`src/rtl/dmon_pkg.sv`:
```
package dmon_pkg;
   localparam int DEF_NUM_CH = 5;
   localparam int DEF_VAL_W  = 16;
   // bit k set: channel k is compared as two's complement
   localparam logic [DEF_NUM_CH-1:0] DEF_SIGNED_MASK = 5'b00001;

   typedef enum int {
      CH_TEMP = 0,
      CH_SUPPLY = 1,
      CH_BIAS = 2,
      CH_TXPWR = 3,
      CH_RXPWR = 4
   } dmon_chan_e;

   // position of a flag inside a tier word
   function automatic int flag_pos(input int ch, input bit is_lower);
      return 2 * ch + (is_lower ? 1 : 0);
   endfunction
endpackage

```
`src/rtl/dmon_cmp.sv`:
```
module dmon_cmp #(
   parameter int VAL_W = 16,
   parameter bit IS_SIGNED = 1'b0
) (
   input  logic [VAL_W-1:0] val_i,
   input  logic [VAL_W-1:0] hi_lim_i,
   input  logic [VAL_W-1:0] lo_lim_i,
   output logic             above_o,
   output logic             below_o
);
   if (VAL_W < 2) begin : g_bad_width
      $error("dmon_cmp: VAL_W must be at least 2");
   end

   if (IS_SIGNED) begin : g_signed
      always_comb begin
         above_o = $signed(val_i) > $signed(hi_lim_i);
         below_o = $signed(val_i) < $signed(lo_lim_i);
      end
   end else begin : g_unsigned
      always_comb begin
         above_o = val_i > hi_lim_i;
         below_o = val_i < lo_lim_i;
      end
   end
endmodule

```
`src/rtl/dmon_chan.sv`:
```
module dmon_chan #(
   parameter int VAL_W = 16,
   parameter bit IS_SIGNED = 1'b0
) (
   input  logic [VAL_W-1:0] val_i,
   input  logic [VAL_W-1:0] alm_hi_i,
   input  logic [VAL_W-1:0] alm_lo_i,
   input  logic [VAL_W-1:0] wrn_hi_i,
   input  logic [VAL_W-1:0] wrn_lo_i,
   output logic [1:0]       alm_o,   // [0] upper, [1] lower
   output logic [1:0]       wrn_o
);
   logic alm_up, alm_dn, wrn_up, wrn_dn;

   dmon_cmp #(.VAL_W(VAL_W), .IS_SIGNED(IS_SIGNED)) u_alm (
      .val_i(val_i), .hi_lim_i(alm_hi_i), .lo_lim_i(alm_lo_i),
      .above_o(alm_up), .below_o(alm_dn)
   );

   dmon_cmp #(.VAL_W(VAL_W), .IS_SIGNED(IS_SIGNED)) u_wrn (
      .val_i(val_i), .hi_lim_i(wrn_hi_i), .lo_lim_i(wrn_lo_i),
      .above_o(wrn_up), .below_o(wrn_dn)
   );

   assign alm_o = {alm_dn, alm_up};
   assign wrn_o = {wrn_dn, wrn_up};
endmodule

```
`src/rtl/dmon_sticky.sv`:
```
module dmon_sticky #(
   parameter int W = 10
) (
   input  logic         clk_i,
   input  logic         rst_ni,
   input  logic         stb_i,
   input  logic         clr_i,
   input  logic [W-1:0] viol_i,
   output logic [W-1:0] flags_o
);
   if (W < 1) begin : g_bad_w
      $error("dmon_sticky: W must be positive");
   end

   logic [W-1:0] keep, hit;

   always_comb begin
      keep = clr_i ? '0 : flags_o;
      hit  = stb_i ? viol_i : '0;
   end

   always_ff @(posedge clk_i or negedge rst_ni) begin
      if (!rst_ni) flags_o <= '0;
      else         flags_o <= keep | hit;
   end

   // a strobed violation is set on the next edge, clear or not
   a_r7_hit_wins : assert property (@(posedge clk_i) disable iff (!rst_ni)
      stb_i |=> ((flags_o & $past(viol_i)) == $past(viol_i)));

   // no new bit appears without a strobe
   a_r5_no_stb_no_set : assert property (@(posedge clk_i) disable iff (!rst_ni)
      !stb_i |=> ((flags_o & ~$past(flags_o)) == '0));

   // without clear, no bit falls
   a_r6_sticky : assert property (@(posedge clk_i) disable iff (!rst_ni)
      !clr_i |=> ((flags_o & $past(flags_o)) == $past(flags_o)));

   // clear without strobe empties the word
   a_r7_clear : assert property (@(posedge clk_i) disable iff (!rst_ni)
      (clr_i && !stb_i) |=> (flags_o == '0));
endmodule

```
`src/rtl/dmon_flag_gen.sv`:
```
module dmon_flag_gen
   import dmon_pkg::*;
#(
   parameter int NUM_CH = DEF_NUM_CH,
   parameter int VAL_W = DEF_VAL_W,
   parameter logic [NUM_CH-1:0] SIGNED_MASK = DEF_SIGNED_MASK
) (
   input  logic                    clk_i,
   input  logic                    rst_ni,
   input  logic                    meas_stb_i,
   input  logic [NUM_CH*VAL_W-1:0] meas_i,
   input  logic [NUM_CH*VAL_W-1:0] thr_alm_hi_i,
   input  logic [NUM_CH*VAL_W-1:0] thr_alm_lo_i,
   input  logic [NUM_CH*VAL_W-1:0] thr_wrn_hi_i,
   input  logic [NUM_CH*VAL_W-1:0] thr_wrn_lo_i,
   input  logic                    flag_clr_i,
   output logic [2*NUM_CH-1:0]     alm_flags_o,
   output logic [2*NUM_CH-1:0]     wrn_flags_o,
   output logic                    irq_o
);
   localparam int FLAG_W = 2 * NUM_CH;

   if (NUM_CH < 1) begin : g_bad_ch
      $error("dmon_flag_gen: NUM_CH must be positive");
   end
   if (VAL_W % 8 != 0) begin : g_bad_bytes
      $error("dmon_flag_gen: VAL_W must be a whole number of bytes");
   end

   logic [FLAG_W-1:0] alm_viol, wrn_viol;

   for (genvar k = 0; k < NUM_CH; k++) begin : g_ch
      dmon_chan #(.VAL_W(VAL_W), .IS_SIGNED(SIGNED_MASK[k])) u_chan (
         .val_i   (meas_i[k*VAL_W +: VAL_W]),
         .alm_hi_i(thr_alm_hi_i[k*VAL_W +: VAL_W]),
         .alm_lo_i(thr_alm_lo_i[k*VAL_W +: VAL_W]),
         .wrn_hi_i(thr_wrn_hi_i[k*VAL_W +: VAL_W]),
         .wrn_lo_i(thr_wrn_lo_i[k*VAL_W +: VAL_W]),
         .alm_o   (alm_viol[2*k +: 2]),
         .wrn_o   (wrn_viol[2*k +: 2])
      );
   end

   dmon_sticky #(.W(FLAG_W)) u_alm_bank (
      .clk_i(clk_i), .rst_ni(rst_ni), .stb_i(meas_stb_i), .clr_i(flag_clr_i),
      .viol_i(alm_viol), .flags_o(alm_flags_o)
   );

   dmon_sticky #(.W(FLAG_W)) u_wrn_bank (
      .clk_i(clk_i), .rst_ni(rst_ni), .stb_i(meas_stb_i), .clr_i(flag_clr_i),
      .viol_i(wrn_viol), .flags_o(wrn_flags_o)
   );

   assign irq_o = (|alm_flags_o) | (|wrn_flags_o);

   // the interrupt can only rise after a strobed cycle
   a_r8_irq_needs_stb : assert property (@(posedge clk_i) disable iff (!rst_ni)
      $rose(irq_o) |-> $past(meas_stb_i));

   // a clear without strobe drops the interrupt
   a_r8_irq_clears : assert property (@(posedge clk_i) disable iff (!rst_ni)
      (flag_clr_i && !meas_stb_i) |=> !irq_o);
endmodule

```
`config.mk`:
```
export PLATFORM = sky130hd
export DESIGN_NAME = dmon_flag_gen
export DESIGN_NICKNAME = d
export VERILOG_FILES = /design/src/rtl/dmon_pkg.sv /design/src/rtl/dmon_cmp.sv /design/src/rtl/dmon_chan.sv /design/src/rtl/dmon_sticky.sv /design/src/rtl/dmon_flag_gen.sv
export SDC_FILE = /design/constraint.sdc
export NUM_CORES = 1
export LEC_CHECK = 0
export BUFFER_PORTS_ARGS = -buffer_cell sky130_fd_sc_hd__buf_2
export CAP_MARGIN = 20
export CORE_AREA = 2 2 165 167
export CTS_CLUSTER_SIZE = 25
export DETAILED_ROUTE_END_ITERATION = 6
export DIE_AREA = 0 0 167 169
export MAX_ROUTING_LAYER = met4
export PLACE_DENSITY = 0.57
export SYNTH_ARGS = -nofsm -noshare
export SYNTH_HDL_FRONTEND = slang
export SYNTH_SLANG_ARGS = --single-unit
```
`constraint.sdc`:
```
create_clock -name clk_i -period 2.6 [get_ports clk_i]
set_clock_uncertainty 0.05 [all_clocks]
set_input_delay 0.26 -clock clk_i [delete_from_list [all_inputs] [get_ports clk_i]]
set_output_delay 0.26 -clock clk_i [all_outputs]
set_load 0.005 [all_outputs]
```
=== After elaboration in Yosys (flattened, before gate mapping) ===
Cells that the tools add are included.

* Magnitude comparators: 20
* Multiplexer cells: 4
* Bitwise logic cells: 3
* Reduce and logical (&&, ||, !) cells: 2

{| class="wikitable"
|+ Operators with widths
! cell !! count
|-
| 16-bit greater-than comparator || 10
|-
| 16-bit less-than comparator || 10
|-
| 10-bit 2-to-1 mux || 4
|-
| 10-bit bitwise OR || 2
|-
| 10-bit OR reduction || 2
|-
| 1-bit bitwise OR || 1
|}

* Bits in registers: 20

=== Depth between registers and ports, before layout ===
* Depth in word-level cells: 3
* Mapped depth: 7
* Gate-level depth less buffers: 7

=== By module ===
From an unflattened synthesis, not the netlist that was laid out.

* Cell total of the unflattened synthesis: 1205
* Area total of the unflattened synthesis: 8936.1 um2

{| class="wikitable"
|+ By module, submodules not included
! module !! cells an instance !! area each (um2) !! instances !! seq. area each (um2)
|-
| dmon_cmp at g_ch[1].u_chan.u_alm ... || 109 || 795.8 || 8 || 0.0
|-
| dmon_cmp at g_ch[0].u_chan.u_alm ... || 112 || 802.0 || 2 || 0.0
|-
| dmon_sticky || 41 || 386.6 || 2 || 250.2
|-
| dmon_chan || 4 || 30.0 || 5 || 0.0
|-
| dmon_flag_gen || 7 || 42.5 || 1 || 0.0
|}

=== Least setup slack after synthesis ===
No wires, ideal clock.

* Kind: in2reg
* Start: input thr_wrn_hi_i[15]
* End: register u_wrn_bank.flags_o[0]
* Stages: 7
* Path slack: 0.762 ns
* Arrival: 1.663 ns
* Data required time: 2.425 ns
* Library setup time: 0.125 ns
* Path buffers: 0
* Path through: inv_1 ha_1 nand4_1 or3_4 a211oi_2 nor4_1 mux2_4

* Word-level cells in the longest chain between the ends: 3

{| class="wikitable"
|+ Ends and longest elaborated chain
! element !! line !! text
|-
| start, declared || dmon_flag_gen.sv:14 || <nowiki>input logic [NUM_CH*VAL_W-1:0] thr_wrn_hi_i,</nowiki>
|-
| 16-bit greater-than comparator || dmon_cmp.sv:17 || <nowiki>above_o = $signed(val_i) > $signed(hi_lim_i);</nowiki>
|-
| 10-bit 2-to-1 mux || dmon_sticky.sv:19 || <nowiki>hit = stb_i ? viol_i : '0;</nowiki>
|-
| 10-bit bitwise OR || dmon_sticky.sv:24 || <nowiki>else flags_o <= keep | hit;</nowiki>
|-
| end signal, assigned || dmon_sticky.sv:24 ||
|-
| end, declared || dmon_sticky.sv:9 || <nowiki>output logic [W-1:0] flags_o</nowiki>
|}

Every way passes these cells.

=== Worst setup path in the final report ===
* Start: input meas_i[15]
* End: register u_alm_bank.flags_o[1]

* Word-level cells in the longest chain between the ends: 3

{| class="wikitable"
|+ Ends and longest elaborated chain
! element !! line !! text
|-
| start, declared || dmon_flag_gen.sv:11 || <nowiki>input logic [NUM_CH*VAL_W-1:0] meas_i,</nowiki>
|-
| 16-bit less-than comparator || dmon_cmp.sv:18 || <nowiki>below_o = $signed(val_i) < $signed(lo_lim_i);</nowiki>
|-
| 10-bit 2-to-1 mux || dmon_sticky.sv:19 ||
|-
| 10-bit bitwise OR || dmon_sticky.sv:24 ||
|-
| end signal, assigned || dmon_sticky.sv:24 ||
|-
| end, declared || dmon_sticky.sv:9 ||
|}

Every way passes these cells.

==> run_summary.xml <==
<?xml version="1.0" encoding="UTF-8"?>
<metrics>
  <group name="run_status">
    <metric name="status" unit="">finished, final reports clean</metric>
  </group>
  <group name="critical_path">
    <metric name="crit_path_top_delay_cell" unit="">sky130_fd_sc_hd__or3_1</metric>
    <metric name="cp-end-kind" unit="">flip-flop</metric>
    <metric name="setup.worst_path.start_class" unit="">input port</metric>
    <metric name="critical-path-max-stage-delay" unit="ps">460</metric>
    <metric name="worst_ep_arrival_time" unit="ps">2060</metric>
    <metric name="setup.worst_path.class" unit="">in -&gt; reg</metric>
    <metric name="timing.critical_path.fanout_max" unit="">4</metric>
    <metric name="crit_path_cell_trace" unit="">buf_2 &gt; ha_1 &gt; nand4_1 &gt; or3_1 &gt; a2111oi_0 &gt; or3_1 &gt; o221ai_1</metric>
    <metric name="worstPathRequired" unit="ps">2660</metric>
    <metric name="critPathMostFrequentCell" unit="">sky130_fd_sc_hd__or3_1</metric>
  </group>
  <group name="global_routing">
    <metric name="grt_max_degree" unit="">21</metric>
    <metric name="first_pass_grt_wire_length" unit="um">48420</metric>
    <metric name="global_route.overflow_total" unit="">0</metric>
    <metric name="grt_pass1_vias" unit="">9622</metric>
    <metric name="grtUsageTotal" unit="%">22.05</metric>
    <metric name="grt_antenna_before_repair" unit="">3</metric>
  </group>
  <group name="cts">
    <metric name="cts_repair_resize_count" unit="">0</metric>
    <metric name="hold_bufs_at_cts" unit="">1</metric>
    <metric name="cts_tree" unit="">done</metric>
    <metric name="ctsRootBufferMaster" unit="">sky130_fd_sc_hd__clkbuf_16</metric>
    <metric name="clock_buffers_created_by_tritoncts" unit="">3</metric>
    <metric name="h_tree_levels" unit="">1</metric>
    <metric name="clock_slew_at_the_register_clock_pins_of_the_worst_setup_and_hold_paths" unit="ps">70</metric>
    <metric name="clock_tree.buffer_depth" unit="">2</metric>
    <metric name="post-cts-setup-buffers" unit="">0</metric>
    <metric name="cts_num_sinks" unit="">20</metric>
    <metric name="clk_latency" unit="ps">250</metric>
  </group>
  <group name="power_and_ir_drop">
    <metric name="p_int" unit="W">0.001340</metric>
    <metric name="ir_drop" unit="V">0.0002255</metric>
    <metric name="share_clk_of_total_power" unit="%">14.1</metric>
    <metric name="swShare" unit="%">44.22</metric>
    <metric name="leakage" unit="nW">7.177</metric>
    <metric name="switchingPower" unit="W">0.001062</metric>
    <metric name="power.combinational.fraction" unit="%">68.5</metric>
    <metric name="powerDensity" unit="nW/um2">212.4</metric>
    <metric name="pwr-share-seq" unit="%">17.4</metric>
  </group>
  <group name="yosys">
    <metric name="synthArstFlopShare" unit="%">100.0</metric>
    <metric name="synthTopCellsByCount" unit="">sky130_fd_sc_hd__inv_1, sky130_fd_sc_hd__ha_1, sky130_fd_sc_hd__a21oi_1, sky130_fd_sc_hd__nand4_1, sky130_fd_sc_hd__a21o_1</metric>
    <metric name="yosysTopAreaCell" unit="">sky130_fd_sc_hd__ha_1</metric>
    <metric name="synthMostInstantiatedCell" unit="">sky130_fd_sc_hd__inv_1</metric>
    <metric name="synth.top_cell.area_share" unit="%">44.78</metric>
    <metric name="post_synth_instance_area" unit="um2">8662</metric>
    <metric name="synthesized_area_divided_by_synthesized_cell_count" unit="um2">7.359</metric>
    <metric name="synthCells" unit="">1177</metric>
    <metric name="postSynthRegisterBits" unit="">20</metric>
    <metric name="sequential_cell_area_fraction_in_the_yosys_report" unit="%">5.778</metric>
    <metric name="synth_nets" unit="">1891</metric>
    <metric name="synth_warnings" unit="">0</metric>
    <metric name="post_synth_num_cell_types" unit="">43</metric>
    <metric name="count_of_flip_flops_with_a_built_in_enable_after_synthesis" unit="">0</metric>
    <metric name="ys_dominant_reg_cell" unit="">sky130_fd_sc_hd__dfrtp_1</metric>
    <metric name="ys_top_cells_by_area" unit="">sky130_fd_sc_hd__ha_1, sky130_fd_sc_hd__inv_1, sky130_fd_sc_hd__a21oi_1, sky130_fd_sc_hd__dfrtp_1, sky130_fd_sc_hd__a21o_1</metric>
  </group>
  <group name="timing">
    <metric name="achievable-frequency" unit="MHz">501.4</metric>
    <metric name="rsz0062_at_grt" unit="">no</metric>
    <metric name="setup_total_negative_slack" unit="ps">0</metric>
    <metric name="final_max_slew_viol_count" unit="">0</metric>
    <metric name="min_period_over_period" unit="%">76.71</metric>
    <metric name="slew_headroom" unit="%">59.63</metric>
    <metric name="timing_worst_slew_pin_value" unit="ps">605.5</metric>
    <metric name="final-setup-viol-count" unit="">0</metric>
    <metric name="finalCriticalPeriod" unit="ps">1994</metric>
    <metric name="final_hold_viol_count" unit="">0</metric>
  </group>
  <group name="drt">
    <metric name="routedWlPerCell" unit="um">16.12</metric>
    <metric name="routed_via_density" unit="">4.864</metric>
    <metric name="postRouteAntennaNets" unit="">0</metric>
    <metric name="post_route_wl" unit="um">31410</metric>
    <metric name="iteration_count_of_the_initial_detailed_routing_pass" unit="">4</metric>
    <metric name="number_of_design_rule_violations_left_by_the_first_detailed_router_iteration" unit="">311</metric>
    <metric name="drc" unit="">0</metric>
    <metric name="num_vias" unit="">9475</metric>
  </group>
  <group name="die">
    <metric name="chipHeight" unit="um">169</metric>
    <metric name="die_width" unit="um">167</metric>
    <metric name="placementRows" unit="">60</metric>
    <metric name="num_io_pins" unit="">425</metric>
    <metric name="design.die.area" unit="um2">28220</metric>
    <metric name="floorplan.initialDensity" unit="%">32.69</metric>
    <metric name="coreArea" unit="um2">26500</metric>
  </group>
  <group name="cells_and_area">
    <metric name="layout-drive-gt1-share" unit="%">27.06</metric>
    <metric name="area_growth" unit="%">30.58</metric>
    <metric name="num-nets-final" unit="">2320</metric>
    <metric name="finalInstanceArea" unit="um2">11310</metric>
    <metric name="num-fill-cells" unit="">2849</metric>
  </group>
  <group name="hold_path">
    <metric name="hold_path.class" unit="">in -&gt; reg</metric>
  </group>
  <group name="place">
    <metric name="place.detailed.hpwl" unit="um">28770</metric>
    <metric name="port_buffers" unit="">424</metric>
    <metric name="routability_congestion_estimate" unit="">0.9338</metric>
    <metric name="dp_area" unit="um2">11220</metric>
  </group>
  <group name="job">
    <metric name="drv_cap" unit="">0</metric>
  </group>
</metrics>
## area by class of cell
class                           instances  area (um2)  share of cell area (%)
Sequential cell                        20       500.5                   4.425
Tap cell                              341       426.7                   3.772
Multi-Input combinational cell        822        6904                   61.04
Antenna cell                            3       7.507                 0.06637
Timing Repair Buffer                  428        2155                   19.05
Inverter                              331        1242                   10.98
Clock buffer                            3       75.07                  0.6637
## per-layer routing
metal	part of all wire, %	GRT usage (%)	wire (um)
met1	44	26.67	13950
met2	48	38.47	14970
met3	5.7	3.577	1798
met4	2.2	5.097	691
met5	0	-	0
## flip-flops by register name, indices dropped and copies added, names as in the netlist
name,cells
u_alm_bank.flags_o,10
u_wrn_bank.flags_o,10
## power by group through the flow
stage,combinational (W),clock (W),sequential [W]
after floorplan,0.000906,0,0.000397
after global placement,0.00162,0,0.000428
after detailed placement,0.00165,0,0.000429
after CTS,0.00166,0.000364,0.000424
after global routing,0.00190,0.000368,0.000428
final,0.00165,0.000340,0.000417
## logic make-up (layout without fill, tap and decap cells)
family / after synthesis / count (layout) / share of synthesized area (%)
fa+ha+maj: 310 / 310 / 44.78
buf+inv: 335 / 762 / 14.52
simple gates: 229 / 229 / 14.49
other cells: 0 / 3 / 0
compound gates: 282 / 282 / 20.27
mux: 1 / 1 / 0.1733
flops: 20 / 20 / 5.778
## final timing paths
| check | slack [ps] | endpoint | startpoint | cells past startpoint |
|---|---|---|---|---|
| max reg2reg | 1320 | u_alm_bank.flags_o[0] | u_alm_bank.flags_o[0] | 4 |
| min reg2reg | 520 | u_alm_bank.flags_o[2] | u_alm_bank.flags_o[2] | 2 |
| max | 610 | u_alm_bank.flags_o[1] | meas_i[15] | 7 |
| min | 390 | u_wrn_bank.flags_o[3] | thr_wrn_lo_i[19] | 5 |
| max in group asynchronous | 1570 | u_wrn_bank.flags_o[1] | rst_ni | 2 |
| min in group asynchronous | 530 | u_alm_bank.flags_o[4] | rst_ni | 2 |
## stage by stage
stage / worst slack, ps / cells / power (W) / hold WS [ps] / utilization (%)
4_1_cts: 595.8 / 1945 / 0.002447 / 383.7 / 42.65
5_1_grt: 463.9 / 1948 / 0.002692 / 428.0 / 42.68
2_1_floorplan: 762.3 / 1177 / 0.001303 / -85.59 / -
3_3_place_gp: 526.8 / 1941 / 0.002053 / 267.5 / 42.33
3_5_place_dp: 348.2 / 1941 / 0.002077 / 261.5 / 42.33
6_report: 605.5 / 1948 / 0.002402 / 389.0 / 42.68
## critical path, delay by kind of cell
family	cells	cell delay (ps)
AO/OA/AOI/OAI	2	560
buffers and inverters	1	150
adder cells (fa/ha/maj)	1	330
AND/OR/NAND/NOR	3	760
## layout by cell type, fill, tap and decap left out, types with 10 or more instances in the layout
cell type and instances:
sky130_fd_sc_hd__dfrtp_1 20, sky130_fd_sc_hd__nor2_1 21, sky130_fd_sc_hd__buf_2 424, sky130_fd_sc_hd__a221o_1 11, sky130_fd_sc_hd__ha_1 310, sky130_fd_sc_hd__o21ai_1 23, sky130_fd_sc_hd__o21ai_0 36, sky130_fd_sc_hd__nor2b_1 18
sky130_fd_sc_hd__nand4_1 51, sky130_fd_sc_hd__o22ai_1 10, sky130_fd_sc_hd__nand3_1 18, sky130_fd_sc_hd__a21oi_1 108, sky130_fd_sc_hd__inv_1 331, sky130_fd_sc_hd__nor3_1 17, sky130_fd_sc_hd__nand2b_1 29, sky130_fd_sc_hd__a21o_1 47
sky130_fd_sc_hd__nand2_1 41
Power figures use the tool's default switching activity.
